### src/rtl/card_bus_pkg.sv
package card_bus_pkg;
  localparam int OFF_W = 16;
  localparam logic [OFF_W-1:0] OFF_CTRL = 16'h0000;
  localparam logic [OFF_W-1:0] OFF_PEND = 16'h0004;
  localparam logic [OFF_W-1:0] OFF_IEN  = 16'h0008;
  localparam logic [OFF_W-1:0] OFF_SCR  = 16'h000C;

  typedef enum logic {SEQ_IDLE, SEQ_HOLD} seq_state_t;
endpackage

### src/rtl/slot_decoder.sv
module slot_decoder #(
  parameter int SLOT_BITS = 4,
  parameter int TAG_W     = 4,
  parameter logic [TAG_W-1:0] IO_TAG = 4'h4,
  parameter int LANES     = 4
) (
  input  logic [TAG_W-1:0]          addr_tag,
  input  logic [SLOT_BITS-1:0]      addr_slot,
  input  logic [LANES-1:0]          wr_lanes,
  input  logic                      rd_stb,
  output logic [2**SLOT_BITS-1:0]   sel_n
);
  localparam int NSLOTS = 2**SLOT_BITS;

  logic gate_en;
  assign gate_en = (addr_tag == IO_TAG) && ((|wr_lanes) || rd_stb);

  for (genvar s = 0; s < NSLOTS; s++) begin : g_slot
    assign sel_n[s] = ~(gate_en && (addr_slot == SLOT_BITS'(s)));
  end
endmodule

### src/rtl/access_sequencer.sv
module access_sequencer
  import card_bus_pkg::*;
(
  input  logic clk,
  input  logic rst,
  input  logic sel_n,
  input  logic wr_any,
  input  logic rd_stb,
  output logic ready,
  output logic wr_commit,
  output logic rd_capture
);
  seq_state_t state;
  logic sel_on;

  assign sel_on     = ~sel_n;
  assign wr_commit  = (state == SEQ_IDLE) && sel_on && wr_any;
  assign rd_capture = (state == SEQ_IDLE) && sel_on && rd_stb;

  always_ff @(posedge clk) begin
    if (rst) begin
      state <= SEQ_IDLE;
      ready <= 1'b0;
    end else begin
      case (state)
        SEQ_IDLE: if (sel_on) begin
          state <= SEQ_HOLD;
          ready <= 1'b1;
        end
        SEQ_HOLD: if (!sel_on) begin
          state <= SEQ_IDLE;
          ready <= 1'b0;
        end
        default: begin
          state <= SEQ_IDLE;
          ready <= 1'b0;
        end
      endcase
    end
  end
endmodule

### src/rtl/card_regbank.sv
module card_regbank
  import card_bus_pkg::*;
#(
  parameter int DATA_W = 32,
  parameter int NSRC   = 8
) (
  input  logic                clk,
  input  logic                rst,
  input  logic                wr_commit,
  input  logic                rd_capture,
  input  logic [OFF_W-1:0]    offset,
  input  logic [DATA_W-1:0]   wdata,
  input  logic [DATA_W/8-1:0] lanes,
  input  logic [NSRC-1:0]     src_evt,
  output logic [DATA_W-1:0]   rdata,
  output logic [DATA_W-1:0]   ctrl,
  output logic                irq_n
);
  localparam int LANES = DATA_W / 8;

  logic [DATA_W-1:0] scr_r, lane_mask, ctrl_nx, scr_nx;
  logic [NSRC-1:0]   pend_r, ien_r, pend_nx, ien_nx, wmask_s, wbits_s;
  logic hit_ctrl, hit_pend, hit_ien, hit_scr;

  always_comb begin
    for (int l = 0; l < LANES; l++) lane_mask[l*8 +: 8] = {8{lanes[l]}};
  end

  assign hit_ctrl = wr_commit && (offset == OFF_CTRL);
  assign hit_pend = wr_commit && (offset == OFF_PEND);
  assign hit_ien  = wr_commit && (offset == OFF_IEN);
  assign hit_scr  = wr_commit && (offset == OFF_SCR);

  assign wmask_s = lane_mask[NSRC-1:0];
  assign wbits_s = wdata[NSRC-1:0] & wmask_s;

  assign ctrl_nx = hit_ctrl ? (ctrl  & ~lane_mask) | (wdata & lane_mask) : ctrl;
  assign scr_nx  = hit_scr  ? (scr_r & ~lane_mask) | (wdata & lane_mask) : scr_r;
  // events are ORed in after the clear so a coincident event survives
  assign pend_nx = (pend_r & ~(hit_pend ? wbits_s : '0)) | src_evt;
  assign ien_nx  = hit_ien ? (ien_r & ~wmask_s) | wbits_s : ien_r;

  always_ff @(posedge clk) begin
    if (rst) begin
      ctrl   <= '0;
      scr_r  <= '0;
      pend_r <= '0;
      ien_r  <= '0;
      rdata  <= '0;
      irq_n  <= 1'b1;
    end else begin
      ctrl   <= ctrl_nx;
      scr_r  <= scr_nx;
      pend_r <= pend_nx;
      ien_r  <= ien_nx;
      irq_n  <= ~|(pend_nx & ien_nx);
      if (rd_capture) begin
        case (offset)
          OFF_CTRL: rdata <= ctrl;
          OFF_PEND: rdata <= DATA_W'(pend_r);
          OFF_IEN:  rdata <= DATA_W'(ien_r);
          OFF_SCR:  rdata <= scr_r;
          default:  rdata <= '0;
        endcase
      end
    end
  end
endmodule

### src/rtl/slot_card_target.sv
module slot_card_target
  import card_bus_pkg::*;
#(
  parameter int ADDR_W    = 24,
  parameter int DATA_W    = 32,
  parameter int SLOT_BITS = 4,
  parameter int NSRC      = 8,
  parameter int CARD_SLOT = 5,
  parameter logic [3:0] IO_TAG = 4'h4
) (
  input  logic                               clk,
  input  logic                               rst,
  input  logic [ADDR_W-1:0]                  bus_addr,
  input  logic [DATA_W/8-1:0]                bus_wstrb,
  input  logic                               bus_rstrb,
  input  logic [DATA_W-1:0]                  bus_wdata,
  input  logic [NSRC-1:0]                    src_evt,
  output logic [2**SLOT_BITS-1:0]            slot_sel_n,
  output logic                               bus_ready,
  output logic [DATA_W-1:0]                  bus_rdata,
  output logic                               bus_rdata_oe,
  output logic                               irq_n,
  output logic [DATA_W-1:0]                  ctrl_q
);
  localparam int LANES = DATA_W / 8;
  localparam int TAG_W = ADDR_W - OFF_W - SLOT_BITS;

  logic own_sel_n, wr_commit, rd_capture;

  slot_decoder #(
    .SLOT_BITS(SLOT_BITS), .TAG_W(TAG_W), .IO_TAG(TAG_W'(IO_TAG)), .LANES(LANES)
  ) u_dec (
    .addr_tag (bus_addr[ADDR_W-1 -: TAG_W]),
    .addr_slot(bus_addr[OFF_W +: SLOT_BITS]),
    .wr_lanes (bus_wstrb),
    .rd_stb   (bus_rstrb),
    .sel_n    (slot_sel_n)
  );

  assign own_sel_n    = slot_sel_n[CARD_SLOT];
  assign bus_rdata_oe = ~own_sel_n & bus_rstrb;

  access_sequencer u_seq (
    .clk       (clk),
    .rst       (rst),
    .sel_n     (own_sel_n),
    .wr_any    (|bus_wstrb),
    .rd_stb    (bus_rstrb),
    .ready     (bus_ready),
    .wr_commit (wr_commit),
    .rd_capture(rd_capture)
  );

  card_regbank #(.DATA_W(DATA_W), .NSRC(NSRC)) u_regs (
    .clk       (clk),
    .rst       (rst),
    .wr_commit (wr_commit),
    .rd_capture(rd_capture),
    .offset    (bus_addr[OFF_W-1:0]),
    .wdata     (bus_wdata),
    .lanes     (bus_wstrb),
    .src_evt   (src_evt),
    .rdata     (bus_rdata),
    .ctrl      (ctrl_q),
    .irq_n     (irq_n)
  );
endmodule

### config.mk
export PLATFORM = sky130hd
export DESIGN_NAME = slot_card_target
export DESIGN_NICKNAME = d
export VERILOG_FILES = /design/src/rtl/card_bus_pkg.sv /design/src/rtl/slot_decoder.sv /design/src/rtl/access_sequencer.sv /design/src/rtl/card_regbank.sv /design/src/rtl/slot_card_target.sv
export SDC_FILE = /design/constraint.sdc
export NUM_CORES = 1
export LEC_CHECK = 0
export ABC_AREA = 1
export CAP_MARGIN = 10
export CORE_MARGIN = 2
export CORE_UTILIZATION = 48
export DETAILED_ROUTE_END_ITERATION = 8
export PLACE_DENSITY = 0.83
export SYNTH_ARGS = -nofsm -noshare
export SYNTH_HDL_FRONTEND = slang
export SYNTH_HIERARCHICAL = 1
export SYNTH_SLANG_ARGS = --single-unit
### constraint.sdc
create_clock -name clk -period 3.45 [get_ports clk]
set_clock_uncertainty 0.05 [all_clocks]
set_input_delay 1.035 -clock clk [delete_from_list [all_inputs] [get_ports clk]]
set_output_delay 1.035 -clock clk [all_outputs]
set_load 0.02 [all_outputs]
==> metrics.txt <==
# TYPE chip_impl_metric gauge
chip_impl_metric{name="hpwl",unit="microns"} 10300
chip_impl_metric{name="critical_path.max_fanout",unit=""} 6
chip_impl_metric{name="route.detailed.wl_per_inst",unit="microns"} 14.2
chip_impl_metric{name="grt_start_max_net_pins",unit=""} 53
chip_impl_info{name="grt_busiest_layer",value="met2"} 1
chip_impl_metric{name="globalRouteOverflowTotal",unit=""} 0
chip_impl_info{name="grt_setup_unrepaired",value="false"} 1
chip_impl_metric{name="critPathRequiredTime",unit="ps"} 2360
chip_impl_metric{name="drtAntennaViolNets",unit=""} 0
chip_impl_metric{name="design.die.area",unit="sq mm"} 0.0117
chip_impl_metric{name="fp.dieH",unit="microns"} 108
chip_impl_metric{name="number_of_max_slew_violations_in_the_final_report",unit=""} 0
chip_impl_metric{name="grt_pass1_vias",unit=""} 4950
chip_impl_metric{name="fin_hold_ws",unit="ps"} 396
chip_impl_metric{name="syn_nets",unit=""} 818
chip_impl_metric{name="maxCapViolations",unit=""} 0
chip_impl_metric{name="setup_violations",unit=""} 0
chip_impl_metric{name="finalNetCount",unit=""} 989
chip_impl_metric{name="maximum_buffer_depth_of_the_clock_tree",unit=""} 2
chip_impl_metric{name="vias_per_cell",unit=""} 5.14
chip_impl_info{name="worst_path_slowest_cell",value="sky130_fd_sc_hd__clkdlybuf4s50_1"} 1
chip_impl_metric{name="synthToLayoutAreaGrowth",unit="%"} 46.5
chip_impl_metric{name="min_period",unit="ps"} 3410
chip_impl_metric{name="total_power",unit="W"} 0.00337
chip_impl_metric{name="clock_latency_on_the_worst_skew_pair",unit="ps"} 510
chip_impl_info{name="synth-main-ff-cell",value="sky130_fd_sc_hd__dfxtp_1"} 1
chip_impl_metric{name="synth_compound_area_frac",unit=""} 0.215
chip_impl_metric{name="average_size_of_a_mapped_cell",unit="sq um"} 7.00
chip_impl_info{name="timing.hold.worst.class",value="reg -> reg"} 1
chip_impl_metric{name="netlist-cell-type-count",unit=""} 25
chip_impl_metric{name="worst_pin_slew",unit="ps"} 582
chip_impl_info{name="criticalPathCategory",value="in -> out"} 1
chip_impl_metric{name="synth_edf_count",unit=""} 0
chip_impl_metric{name="initial_core_util",unit=""} 0.486
chip_impl_metric{name="power.ir.vdd_worst",unit="mV"} 0.304
chip_impl_metric{name="post_synth_xor_area_fraction",unit=""} 0
chip_impl_metric{name="synth.yosys.seq_area_share",unit=""} 0.441
chip_impl_info{name="r2r-start",value="u_seq/state"} 1
chip_impl_metric{name="vias",unit=""} 5501
chip_impl_metric{name="die_width",unit="microns"} 108
chip_impl_metric{name="floorplan.rows",unit=""} 38
chip_impl_info{name="crit_path_cell_trace",value="clkdlybuf4s50_1 -> nand2_2 -> nor2_8 -> buf_4 -> nand3_2 -> dlygate4sd2_1"} 1
chip_impl_metric{name="yosysWarningCount",unit=""} 6
chip_impl_info{name="tritoncts_clock_tree",value="yes"} 1
chip_impl_metric{name="dp_cells",unit=""} 1038
chip_impl_metric{name="max_clk_rate",unit="GHz"} 0.293
chip_impl_metric{name="syn-cell-area",unit="sq mm"} 0.00522
chip_impl_metric{name="synth_fa_ha_area_frac",unit=""} 0.00240
chip_impl_metric{name="numPortBuffers",unit=""} 153
chip_impl_metric{name="proportion_of_synthesized_area_in_mux_cells",unit=""} 0
chip_impl_metric{name="totalWireLength",unit="microns"} 15200
chip_impl_metric{name="hold_viol",unit=""} 0
chip_impl_metric{name="cts_hold_buffers_added",unit=""} 0
chip_impl_info{name="worst_setup_path_end_kind",value="output port"} 1
chip_impl_metric{name="cts-buffers-inserted",unit=""} 17
chip_impl_metric{name="design.portCount",unit=""} 154
chip_impl_metric{name="postSynth.asyncResetShare",unit=""} 0
chip_impl_info{name="synth_top_area_cell",value="sky130_fd_sc_hd__dfxtp_1"} 1
chip_impl_metric{name="cts_post_setup_buffers_inserted",unit=""} 0
chip_impl_metric{name="synthesis.instances",unit=""} 746
chip_impl_metric{name="design.core.area",unit="sq mm"} 0.0107
chip_impl_info{name="yosys-top-cells-count",value="sky130_fd_sc_hd__nand2_1 (159), sky130_fd_sc_hd__dfxtp_1 (115), sky130_fd_sc_hd__inv_1 (113), sky130_fd_sc_hd__a21oi_1 (112), sky130_fd_sc_hd__o21ai_0 (83)"} 1
chip_impl_info{name="run_status",value="complete, no violations"} 1
chip_impl_info{name="dominant_combinational_cell_family_by_area_after_synthesis",value="simple AND/OR/NAND/NOR gates"} 1
chip_impl_metric{name="pwrdens",unit="mW/mm^2"} 440
chip_impl_metric{name="synthSimpleGateAreaFrac",unit=""} 0.222
chip_impl_metric{name="drt_first_iter_violations",unit=""} 390
chip_impl_metric{name="proportion_of_layout_cells_with_a_drive_suffix_above_1",unit=""} 0.110
chip_impl_metric{name="grt.met1_usage",unit=""} 0.315
chip_impl_metric{name="groute.layer.met2.usage",unit=""} 0.458
chip_impl_metric{name="grt_antenna_before_repair",unit=""} 0
chip_impl_metric{name="final-instance-count-excl-fill",unit=""} 1070
chip_impl_metric{name="groute.usage.overall",unit=""} 0.260
chip_impl_metric{name="clock_tree.htree_level_count",unit=""} 4
chip_impl_metric{name="ff2ff_path_depth",unit=""} 10
chip_impl_metric{name="antenna-diode-count",unit=""} 0
chip_impl_metric{name="synth.ff_latch_count",unit=""} 115
chip_impl_info{name="start_kind",value="input port"} 1
chip_impl_metric{name="grt_use_met3",unit=""} 0.0603
chip_impl_metric{name="max_stage_delay",unit="ps"} 470
chip_impl_metric{name="iteration_count_of_the_initial_detailed_routing_pass",unit=""} 5
chip_impl_metric{name="timing.hold.worst_path_depth",unit=""} 2
chip_impl_metric{name="reg2reg_setup_slack",unit="ps"} 1530
chip_impl_metric{name="endpoint_arrival_time_on_the_critical_path",unit="ps"} 2320
chip_impl_metric{name="drc",unit=""} 0
chip_impl_metric{name="min_period_over_period",unit=""} 0.988
chip_impl_info{name="yosys-top-cells-area",value="sky130_fd_sc_hd__dfxtp_1 (44%), sky130_fd_sc_hd__nand2_1 (11%), sky130_fd_sc_hd__a21oi_1 (11%), sky130_fd_sc_hd__inv_1 (8.1%), sky130_fd_sc_hd__o21ai_0 (8.0%)"} 1
chip_impl_metric{name="finalWeightedCongestion",unit=""} 0.868
chip_impl_metric{name="timing.slew.headroom",unit=""} 0.612
chip_impl_info{name="ctsRootBufferMaster",value="sky130_fd_sc_hd__clkbuf_8"} 1
chip_impl_info{name="synthMostInstantiatedCell",value="sky130_fd_sc_hd__nand2_1"} 1
chip_impl_metric{name="clk_transition_reported_paths",unit="ps"} 60
chip_impl_metric{name="power_leakage",unit="nW"} 2.94
chip_impl_metric{name="post-synth-top-area-fraction",unit=""} 0.441
chip_impl_metric{name="grt_first_pass_wirelength",unit="microns"} 23800
chip_impl_metric{name="clock_sinks",unit=""} 115
## cells in the final DEF, fill, tap and decap left out, drive strengths merged
master	count
o21ai	83
nand2	161
nand3	27
bufinv	3
a21oi	112
clkdlybuf4s15	3
o22ai	23
dlygate4sd2	12
nand4	17
buf	40
clkinv	4
and2	1
ha	1
inv	122
clkbuf	20
nor3	1
clkdlybuf4s50	135
nor2	50
dfxtp	115
## power breakdown
| group | total, W | internal [W] | switching [W] |
|---|---|---|---|
| registers | 0.00134 | 0.00133 | 0.00000345 |
| clock network | 0.00183 | 0.00115 | 0.000683 |
| logic | 0.000200 | 0.000103 | 0.0000975 |
| total | 0.00337 | 0.00258 | 0.000784 |
## per-stage QoR
step                      utilization  instance area (sq um)  TNS, ps  worst slack, ps
after floorplan                     -                   5220        0              220
after global placement          0.656                   7040    -4970             -244
after detailed placement        0.656                   7040    -6730             -270
after CTS                       0.711                   7640        0             3.73
after global routing            0.712                   7650        0            0.161
final                           0.712                   7650        0             40.3
## final cells by class
type | count | area, sq um
clock inverters | 14 | 191
clock buffers | 18 | 428
multi-input cells | 476 | 2300
inverters | 115 | 432
repair buffers | 192 | 1820
well taps | 140 | 175
flip-flops and latches | 115 | 2300
fillers | 890 | 3100
## kinds of logic after synthesis
logic type                 count (synthesis)
and+or+nand+nor                          257
AOI/OAI and AO/OA                        218
buffers and inverters                    155
DFF                                      115
adders and majority gates                  1
## how the worst max path moves through the flow
stage | from | slack [ps] | depth (start not counted) | end
after global routing | bus_addr[22] | 0.2 | 6 | slot_sel_n[15]
final | bus_addr[22] | 40 | 6 | slot_sel_n[2]
after detailed placement | bus_wstrb[3] | -270 | 6 | slot_sel_n[14]
after global placement | bus_wstrb[3] | -240 | 6 | slot_sel_n[12]
after CTS | bus_wstrb[3] | 4 | 6 | slot_sel_n[14]
after floorplan | bus_addr[20] | 220 | 16 | register
## worst max-delay path: cells and delay by family
family	cells	cell delay [ps]
buffers and inverters	3	980
AND/OR/NAND/NOR	3	310
## repair_timing
action                                  CTS  global route
endpoints found under the hold margin     0             0
gates resized for setup                  17            11
endpoints found under the setup margin   17             7
pin swaps                                 0             1
## metal layers
layer / up-vias / wire (microns)
li1: 2758 / -
met1: 2468 / 6270
met2: 254 / 7530
met3: 21 / 1150
met4: 0 / 231
met5: - / 0
Note: power is estimated with default switching activity, not from simulation.
